==> config.mk <==
export PLATFORM = sky130hd
export DESIGN_NAME = baud_gen
export DESIGN_NICKNAME = d
export VERILOG_FILES = /design/src/rtl/bgen_pkg.sv /design/src/rtl/bgen_div_reg.sv /design/src/rtl/bgen_cfg_latch.sv /design/src/rtl/bgen_counter_chain.sv /design/src/rtl/baud_gen.sv
export SDC_FILE = /design/constraint.sdc
export NUM_CORES = 1
export LEC_CHECK = 0
export BUFFER_PORTS_ARGS = -buffer_cell sky130_fd_sc_hd__buf_2
export CORE_AREA = 2 2 76 151
export DETAILED_ROUTE_END_ITERATION = 10
export DIE_AREA = 0 0 78 153
export GPL_TIMING_DRIVEN = 0
export PLACE_DENSITY = 0.58
export SLEW_MARGIN = 10
export SYNTH_ARGS = -nofsm -noshare
export SYNTH_HDL_FRONTEND = slang
export SYNTH_SLANG_ARGS = --single-unit
==> constraint.sdc <==
create_clock -name clk -period 6.4 [get_ports clk]
set_input_delay 0.64 -clock clk [delete_from_list [all_inputs] [get_ports clk]]
set_output_delay 0.64 -clock clk [all_outputs]
set_load 0.02 [all_outputs]
==> src/rtl/bgen_pkg.sv <==
package bgen_pkg;
    parameter int BG_SEL_W = 2;
    parameter int BG_SC_W  = 10;

    typedef enum logic [1:0] {
        MODE_ASYNC = 2'd0,
        MODE_SYNC  = 2'd1,
        MODE_CARD  = 2'd2,
        MODE_I2C   = 2'd3
    } bgen_mode_e;

    typedef struct packed {
        bgen_mode_e            mode;
        logic [BG_SEL_W-1:0]   clk_sel;
        logic                  spd_a;
        logic                  spd_b;
        logic [BG_SC_W-1:0]    card_s;
    } bgen_cfg_t;
endpackage

==> src/rtl/bgen_div_reg.sv <==
module bgen_div_reg #(
    parameter int DIV_W = 8
) (
    input  logic             clk,
    input  logic             rst_n,
    input  logic             busy,
    input  logic             wr_en,
    input  logic [DIV_W-1:0] wr_data,
    output logic [DIV_W-1:0] div_q
);
    logic [DIV_W-1:0] div_d;

    always_comb begin
        div_d = div_q;
        if (wr_en && !busy) begin
            div_d = wr_data;
        end
    end

    always_ff @(posedge clk or negedge rst_n) begin
        if (!rst_n) begin
            div_q <= '1;
        end else begin
            div_q <= div_d;
        end
    end

    p_hold_when_busy_r2: assert property (@(posedge clk) disable iff (!rst_n)
        busy |=> $stable(div_q));
endmodule

==> src/rtl/bgen_cfg_latch.sv <==
module bgen_cfg_latch
    import bgen_pkg::*;
(
    input  logic      clk,
    input  logic      rst_n,
    input  logic      run,
    input  bgen_cfg_t cfg_in,
    output bgen_cfg_t cfg_q
);
    bgen_cfg_t cfg_d;

    always_comb begin
        cfg_d = cfg_q;
        if (!run) begin
            cfg_d = cfg_in;
        end
    end

    always_ff @(posedge clk or negedge rst_n) begin
        if (!rst_n) begin
            cfg_q <= '{mode: MODE_ASYNC, clk_sel: '0, spd_a: 1'b0,
                       spd_b: 1'b0, card_s: BG_SC_W'(1)};
        end else begin
            cfg_q <= cfg_d;
        end
    end

    p_cfg_frozen_r10: assert property (@(posedge clk) disable iff (!rst_n)
        run |=> $stable(cfg_q));
endmodule

==> src/rtl/bgen_counter_chain.sv <==
module bgen_counter_chain
    import bgen_pkg::*;
#(
    parameter int DIV_W = 8
) (
    input  logic             clk,
    input  logic             rst_n,
    input  logic             run,
    input  bgen_cfg_t        cfg,
    input  logic [DIV_W-1:0] div_n,
    output logic             os_tick,
    output logic             bit_tick,
    output logic             scl_o
);
    localparam int PRE_W    = 2 * ((1 << BG_SEL_W) - 1);
    localparam int PH_W     = BG_SC_W + 1;
    localparam int I2C_LOW  = 16;
    localparam int I2C_HIGH = 14;
    localparam int I2C_SPAN = I2C_LOW + I2C_HIGH;

    typedef struct packed {
        logic [PRE_W-1:0] pre;
        logic [DIV_W-1:0] div;
        logic [PH_W-1:0]  ph;
        logic             os;
        logic             bt;
        logic             scl;
    } chain_t;

    chain_t           st_d, st_q;
    logic [PRE_W-1:0] pre_lim;
    logic [PH_W-1:0]  ph_lim;
    logic             pre_wrap, unit_hit, bit_hit;

    always_comb begin
        pre_lim = '0;
        for (int i = 0; i < PRE_W; i++) begin
            if (i < 2 * int'(cfg.clk_sel)) begin
                pre_lim[i] = 1'b1;
            end
        end

        case (cfg.mode)
            MODE_ASYNC: begin
                case ({cfg.spd_a, cfg.spd_b})
                    2'b00:   ph_lim = PH_W'(31);
                    2'b11:   ph_lim = PH_W'(7);
                    default: ph_lim = PH_W'(15);
                endcase
            end
            MODE_SYNC: ph_lim = PH_W'(3);
            MODE_CARD: begin
                if (cfg.card_s == '0) begin
                    ph_lim = PH_W'(1);
                end else begin
                    ph_lim = PH_W'({cfg.card_s, 1'b0}) - PH_W'(1);
                end
            end
            default:   ph_lim = PH_W'(I2C_SPAN - 1);
        endcase

        pre_wrap = run && (st_q.pre == pre_lim);
        unit_hit = pre_wrap && (st_q.div == div_n);
        bit_hit  = unit_hit && (st_q.ph == ph_lim);

        st_d = st_q;
        if (!run) begin
            st_d.pre = '0;
            st_d.div = '0;
            st_d.ph  = '0;
        end else begin
            st_d.pre = pre_wrap ? '0 : st_q.pre + PRE_W'(1);
            if (pre_wrap) begin
                st_d.div = unit_hit ? '0 : st_q.div + DIV_W'(1);
            end
            if (unit_hit) begin
                st_d.ph = bit_hit ? '0 : st_q.ph + PH_W'(1);
            end
        end
        st_d.os  = unit_hit;
        st_d.bt  = bit_hit;
        st_d.scl = (run && cfg.mode == MODE_I2C) ? (st_d.ph >= PH_W'(I2C_LOW)) : 1'b1;
    end

    always_ff @(posedge clk or negedge rst_n) begin
        if (!rst_n) begin
            st_q     <= '0;
            st_q.scl <= 1'b1;
        end else begin
            st_q <= st_d;
        end
    end

    assign os_tick  = st_q.os;
    assign bit_tick = st_q.bt;
    assign scl_o    = st_q.scl;

    p_idle_clear_r9: assert property (@(posedge clk) disable iff (!rst_n)
        !run |=> (!os_tick && !bit_tick && st_q.pre == '0 && st_q.div == '0 && st_q.ph == '0));
    p_bit_on_base_r4: assert property (@(posedge clk) disable iff (!rst_n)
        bit_tick |-> os_tick);
    p_scl_idle_r8: assert property (@(posedge clk) disable iff (!rst_n)
        (!run || cfg.mode != MODE_I2C) |=> scl_o);
    p_div_in_range_r3: assert property (@(posedge clk) disable iff (!rst_n)
        st_q.div <= div_n);
    p_phase_bound_r7: assert property (@(posedge clk) disable iff (!rst_n)
        (cfg.mode == MODE_I2C) |-> (st_q.ph < PH_W'(I2C_SPAN)));
endmodule

==> src/rtl/baud_gen.sv <==
module baud_gen
    import bgen_pkg::*;
#(
    parameter int DIV_W = 8
) (
    input  logic                clk,
    input  logic                rst_n,
    input  logic                tx_en,
    input  logic                rx_en,
    input  logic                wr_en,
    input  logic [DIV_W-1:0]    wr_data,
    input  logic [1:0]          mode_sel,
    input  logic [BG_SEL_W-1:0] clk_sel,
    input  logic                spd_a,
    input  logic                spd_b,
    input  logic [BG_SC_W-1:0]  card_s,
    output logic [DIV_W-1:0]    div_q,
    output logic                os_tick,
    output logic                bit_tick,
    output logic                scl_o
);
    logic      run;
    bgen_cfg_t cfg_in, cfg_q;

    assign run = tx_en | rx_en;

    always_comb begin
        cfg_in.mode    = bgen_mode_e'(mode_sel);
        cfg_in.clk_sel = clk_sel;
        cfg_in.spd_a   = spd_a;
        cfg_in.spd_b   = spd_b;
        cfg_in.card_s  = card_s;
    end

    bgen_div_reg #(.DIV_W(DIV_W)) u_div (
        .clk     (clk),
        .rst_n   (rst_n),
        .busy    (run),
        .wr_en   (wr_en),
        .wr_data (wr_data),
        .div_q   (div_q)
    );

    bgen_cfg_latch u_cfg (
        .clk    (clk),
        .rst_n  (rst_n),
        .run    (run),
        .cfg_in (cfg_in),
        .cfg_q  (cfg_q)
    );

    bgen_counter_chain #(.DIV_W(DIV_W)) u_chain (
        .clk      (clk),
        .rst_n    (rst_n),
        .run      (run),
        .cfg      (cfg_q),
        .div_n    (div_q),
        .os_tick  (os_tick),
        .bit_tick (bit_tick),
        .scl_o    (scl_o)
    );
endmodule

=== Yosys cells after proc, flatten, opt, wreduce, memory -nomap -nowiden ===
Index checks and enable logic that the tools add are counted.

* $add $sub $neg: 4
* Order comparisons: 7
* Equality and inequality tests: 8
* Mux-type cells: 16
* Bitwise operators: 1
* Reduce and logical (&&, ||, !) cells: 9

{| class="wikitable"
|+ Operators by type and width
! operator !! count
|-
| $mux 11 || 3
|-
| $pmux 11 s3 || 1
|-
| $mux 25 || 1
|-
| $mux 8 || 2
|-
| $add 11x1->11 const B || 1
|-
| $eq 11x11->1 || 1
|-
| $ge 11x5->1 const B || 1
|-
| $sub 11x1->11 const B || 1
|-
| $logic_not 10->1 || 1
|-
| $pmux 5 s2 || 1
|-
| $add 8x1->8 const B || 1
|-
| $eq 8x8->1 || 1
|-
| $mux 1 || 7
|-
| $add 6x1->6 const B || 1
|-
| $eq 2x2->1 const B || 3
|-
| $eq 6x6->1 || 1
|-
| $lt 1x3->1 const A || 2
|-
| $lt 2x3->1 const A || 2
|-
| $lt 3x3->1 const A || 2
|-
| $mux 6 || 1
|-
| $logic_and 1x1->1 || 5
|-
| $logic_not 2->1 || 2
|-
| $eq 2x1->1 const B || 1
|-
| $ne 2x1->1 const B || 1
|-
| 2 further kinds || 2
|}

* Register bits after elaboration: 52
* Input bits: 29
* Output and inout port bits: 11
* Word-level logic and storage cells: 57

=== Depth between registers and ports, before layout ===
* Depth after elaboration: 11
* Depth in mapped cells: 9
* Depth with buffers taken out: 9

=== Cells and area by module ===
From an unflattened synthesis, not the netlist that was laid out.

* Cell total of the unflattened synthesis: 300
* Area total of the unflattened synthesis: 3185.6 um2

{| class="wikitable"
|+ By module, submodules not included
! module !! times used !! cells each !! area each (um2) !! sequential area each (um2)
|-
| bgen_counter_chain || 1 || 247 || 2173.3 || 701.9
|-
| bgen_cfg_latch || 1 || 34 || 650.6 || 401.6
|-
| bgen_div_reg || 1 || 18 || 355.3 || 210.2
|-
| baud_gen || 1 || 1 || 6.3 || 0.0
|}

=== Least setup slack after synthesis ===
No wires, ideal clock.

* Kind: flip-flop to flip-flop
* Start point: register u_cfg.cfg_q[1] (netlist name)
* End point: register u_chain.st_q[10] in the netlist's numbering
* Library setup time: 134 ps
* Arrival: 2477 ps
* Data required time: 6266 ps
* Path slack: 3789 ps
* Cell stages (with the launch flop): 10
* Buffers on the path: 0
* Period minus slack after synthesis: 2611 ps
* Cells stage by stage: dfrtp_1 > inv_1 > ha_1 > or3b_2 > o31a_2 > o311a_1 > nor3_1 > a211oi_2 > o31ai_4 > nor2_1

{| class="wikitable"
|+ RTL lines
! element !! RTL line !! text
|-
| end signal: assignment || bgen_counter_chain.sv:90 || <nowiki>st_q <= st_d;</nowiki>
|-
| end: declaration || bgen_counter_chain.sv:30 || <nowiki>chain_t st_d, st_q;</nowiki>
|}

==> results.yml <==
floorplan:
  start_util_pct: 29.4
  ios: 40
  die_w_um: 78
  floorplan.core_area_sq_um: 10800
  floorplan_row_count: 54
  die_area_sq_um: 11900
  fp.dieH_um: 153
clock_tree:
  clk_latency_ns: 0.30
  hold_bufs_at_cts: 0
  cts-buffers-inserted: 5
  post_cts_resize_count: 0
  clk_root_buffer_cell: "clkbuf_16"
  path_clk_slew_ns: 0.08
  htreeDepth: 2
  clock_tree.buffer_depth: 2
  post_cts.repair.setup_buffers: 0
  tritoncts_clock_tree: "done"
  total_clock_sinks: 52
global_route:
  globalRouteTotalUtil_pct: 13.6
  initial_antenna_violation_count: 0
  maximum_number_of_pins_on_one_net_before_global_route_repair: 53
  first_global_vias: 2784
  gr-usage-met1_pct: 12.5
  grt.met2_usage_pct: 28.4
  final_global_route_overflow_total: 0
  grt.met3_usage_pct: 0.885
  grt_pass1_wl_um: 13100
  top_usage_layer: "met2"
job:
  cap_viol_max_count: 0
logic_synthesis:
  synth_sequential_area_ratio_pct: 41.3
  asyncSetResetFlopFracSynth_pct: 100
  synth_simple_gate_area_share_pct: 24.8
  synth.area.mux_share_pct: 3.78
  postSynthRegisterBits: 52
  syn-num-nets: 374
  synthesis.area_per_instance_sq_um: 9.35
  synth.lib_cells_used.distinct: 65
  yosys.area_share.xor_xnor_pct: 8.81
  synthAdderAreaFrac_pct: 1.97
  synth_compound_area_share_pct: 14.8
  largest_family_of_logic_cells_by_synthesized_area: "simple AND/OR/NAND/NOR gates"
  synth_enable_flop_cells: 0
  synthesis.area_sq_um: 3180
  yosys_most_used_dff: "dfrtp_1"
  syn-instance-count: 340
  ys_warn_count: 0
sta:
  final-setup-viol-count: 0
  final_count_of_hold_timing_violations: 0
  grt_setup_unrepaired: "false"
  postLayoutSetupSlackWorst_ns: 3.20
  final.setup_skew_ns: 0.0111
  hold-worst-slack_ns: 0.379
  max_slew_margin_pct: 35.1
  final_min_period_over_clock_period_pct: 50.1
  finalSetupTns_ns: 0
  transition_time_at_the_pin_with_the_least_slew_margin_ns: 0.965
  fmax_ghz: 0.312
  fin_crit_ns: 3.20
  slew_viol_final: 0
critical_path:
  rr_startpoint: "u_cfg.cfg_q[4]"
  critPathCaptureType: "flop"
  crit_path_max_fanout: 9
  regToRegEndpoint: "u_chain.st_q[9]"
  setup.worst_path.start_class: "flop"
  r2r_slack_ns: 3.20
  reg2regPathDepth: 8
  critPathKind: "reg -> reg"
  timing.critical_path.required_ns: 6.56
  cpMaxStageDelayCell: "nor4_1"
  cell_chain_critical_path: "buf_2 -> nor4_1 -> a31oi_1 -> o21ai_1 -> xor2_1 -> o311ai_4 -> o31ai_4 -> nor2_1"
  critical_path.max_stage_delay_ns: 0.83
  arrival_time_at_the_worst_endpoint_ns: 3.36
detailed_routing:
  detail_route.vias_per_cell: 5.01
  ant_nets: 0
  wl_um: 7750
  drt_iter0_drc: 84
  vias: 2639
  drcViolationCount: 0
  routed_wire_length_per_instance_um: 14.7
  drt_pre_antenna_iters: 4
final_layout:
  stdcell_count: 527
  design.final.nets: 420
  filler_cell_count: 1147
  utilization_pct: 34.3
  antennaDiodeCount: 0
  multi_input_comb_area_sq_um: 1720
  seqCellArea_sq_um: 1310
  layout_common_cells: "nand2_1, dfrtp_1, buf_2, nor2_1"
  most_frequent_standard_cell_in_the_layout_excluding_fill_and_tap_cells: "nand2_1"
  drive_gt1_share_pct: 24.3
  area_delta_synth_final_pct: 16.4
  final_cell_area_sq_um: 3700
power:
  internal_power_mw: 0.626
  pwr-share-clk_pct: 30.1
  ir_drop_mv: 0.184
  sequentialPowerShare_pct: 45.7
  switching_share_pct: 32.8
  power_frac_comb_pct: 24.2
  static-leakage-power_nw: 1.58
  p_switching_mw: 0.305
  pwr_density_cell_nw_per_um2: 251
  p_total_mw: 0.930
worst_hold_path:
  hold_class: "in -> async"
outcome:
  run_status: "finished, final reports clean"
place:
  gp_routability_congestion: 0.853
  placed_area_sq_um: 3550
  dp_hpwl_um: 5940
  post-place-ws_ns: 3.30
  io_buffers: 39
  placedCellCount: 519
[power by group through the flow]
stage	Sequential [mW]	Combinational, mW	Clock, mW
after global placement	0.429	0.222	0
final	0.425	0.225	0.280
after detailed placement	0.432	0.226	0
after CTS	0.426	0.227	0.287
after global routing	0.432	0.252	0.298
after floorplan	0.431	0.151	0
[synth_stat cells (4+ instances only)]
library cell / n / area [sq um]
dfstp_2: 10 / 263
xor2_1: 22 / 193
or3_1: 5 / 31.3
dfrtp_1: 42 / 1050
and3_1: 4 / 25.0
and2_1: 4 / 25.0
a21oi_1: 6 / 30.0
nand3_1: 14 / 70.1
clkbuf_1: 7 / 26.3
ha_1: 5 / 62.6
nand2b_1: 5 / 31.3
nor2_1: 27 / 101
mux2_2: 8 / 90.1
xnor2_1: 10 / 87.6
nor3_1: 9 / 45.0
nand2_1: 56 / 210
nor4_1: 7 / 43.8
o21ai_0: 22 / 110
inv_1: 8 / 30.0
[kinds of logic (layout without fill, tap and decap cells)]
group / after synthesis / after routing
and+or+nand+nor: 156 / 156
AOI/OAI and AO/OA: 59 / 59
DFF: 52 / 52
xor gates and xnor gates: 32 / 32
buffers and inverters: 25 / 72
muxes: 11 / 11
adders and majority gates: 5 / 5
[critical path: cells and delay by family, from the launching register on]
family / cells / cell delay [ns]
DFF: 1 / 0.37
buffers and inverters: 1 / 0.17
and+or+nand+nor: 2 / 0.93
xor gates and xnor gates: 1 / 0.26
AOI/OAI and AO/OA: 4 / 1.32
[final cells by class]
class,count,area share [%]
Clock inverter,1,0.203
Inverter,8,0.811
Multi-Input combinational cell,263,46.5
Buffer,17,3.07
Sequential cell,52,35.5
Tap cell,140,4.73
Timing Repair Buffer,39,5.34
Clock buffer,7,3.85
[registers in the layout (all words and copies together) (netlist names)]
name	count
u_chain.os_tick	1
u_chain.scl_o	1
u_div.div_q	8
u_chain.st_q	25
u_chain.bit_tick	1
u_cfg.cfg_q	16
[per-layer routing]
metal	up-vias	share of wire (%)
li1	1286	-
met1	1288	35
met2	51	60
met3	14	1.6
met4	0	3.3
met5	-	0
[how the worst max path moves through the flow]
stage | startpoint | to | slack, ns
floorplan | u_cfg.cfg_q[1] | u_chain.st_q[10] | 3.79
global placement | u_cfg.cfg_q[4] | u_chain.st_q[7] | 3.41
detailed placement | u_cfg.cfg_q[4] | u_chain.st_q[9] | 3.30
CTS | u_cfg.cfg_q[4] | u_chain.st_q[9] | 3.25
global route | u_cfg.cfg_q[4] | u_chain.st_q[13] | 3.00
finish | u_cfg.cfg_q[4] | u_chain.st_q[9] | 3.20
Power figures use the tool's default switching activity.
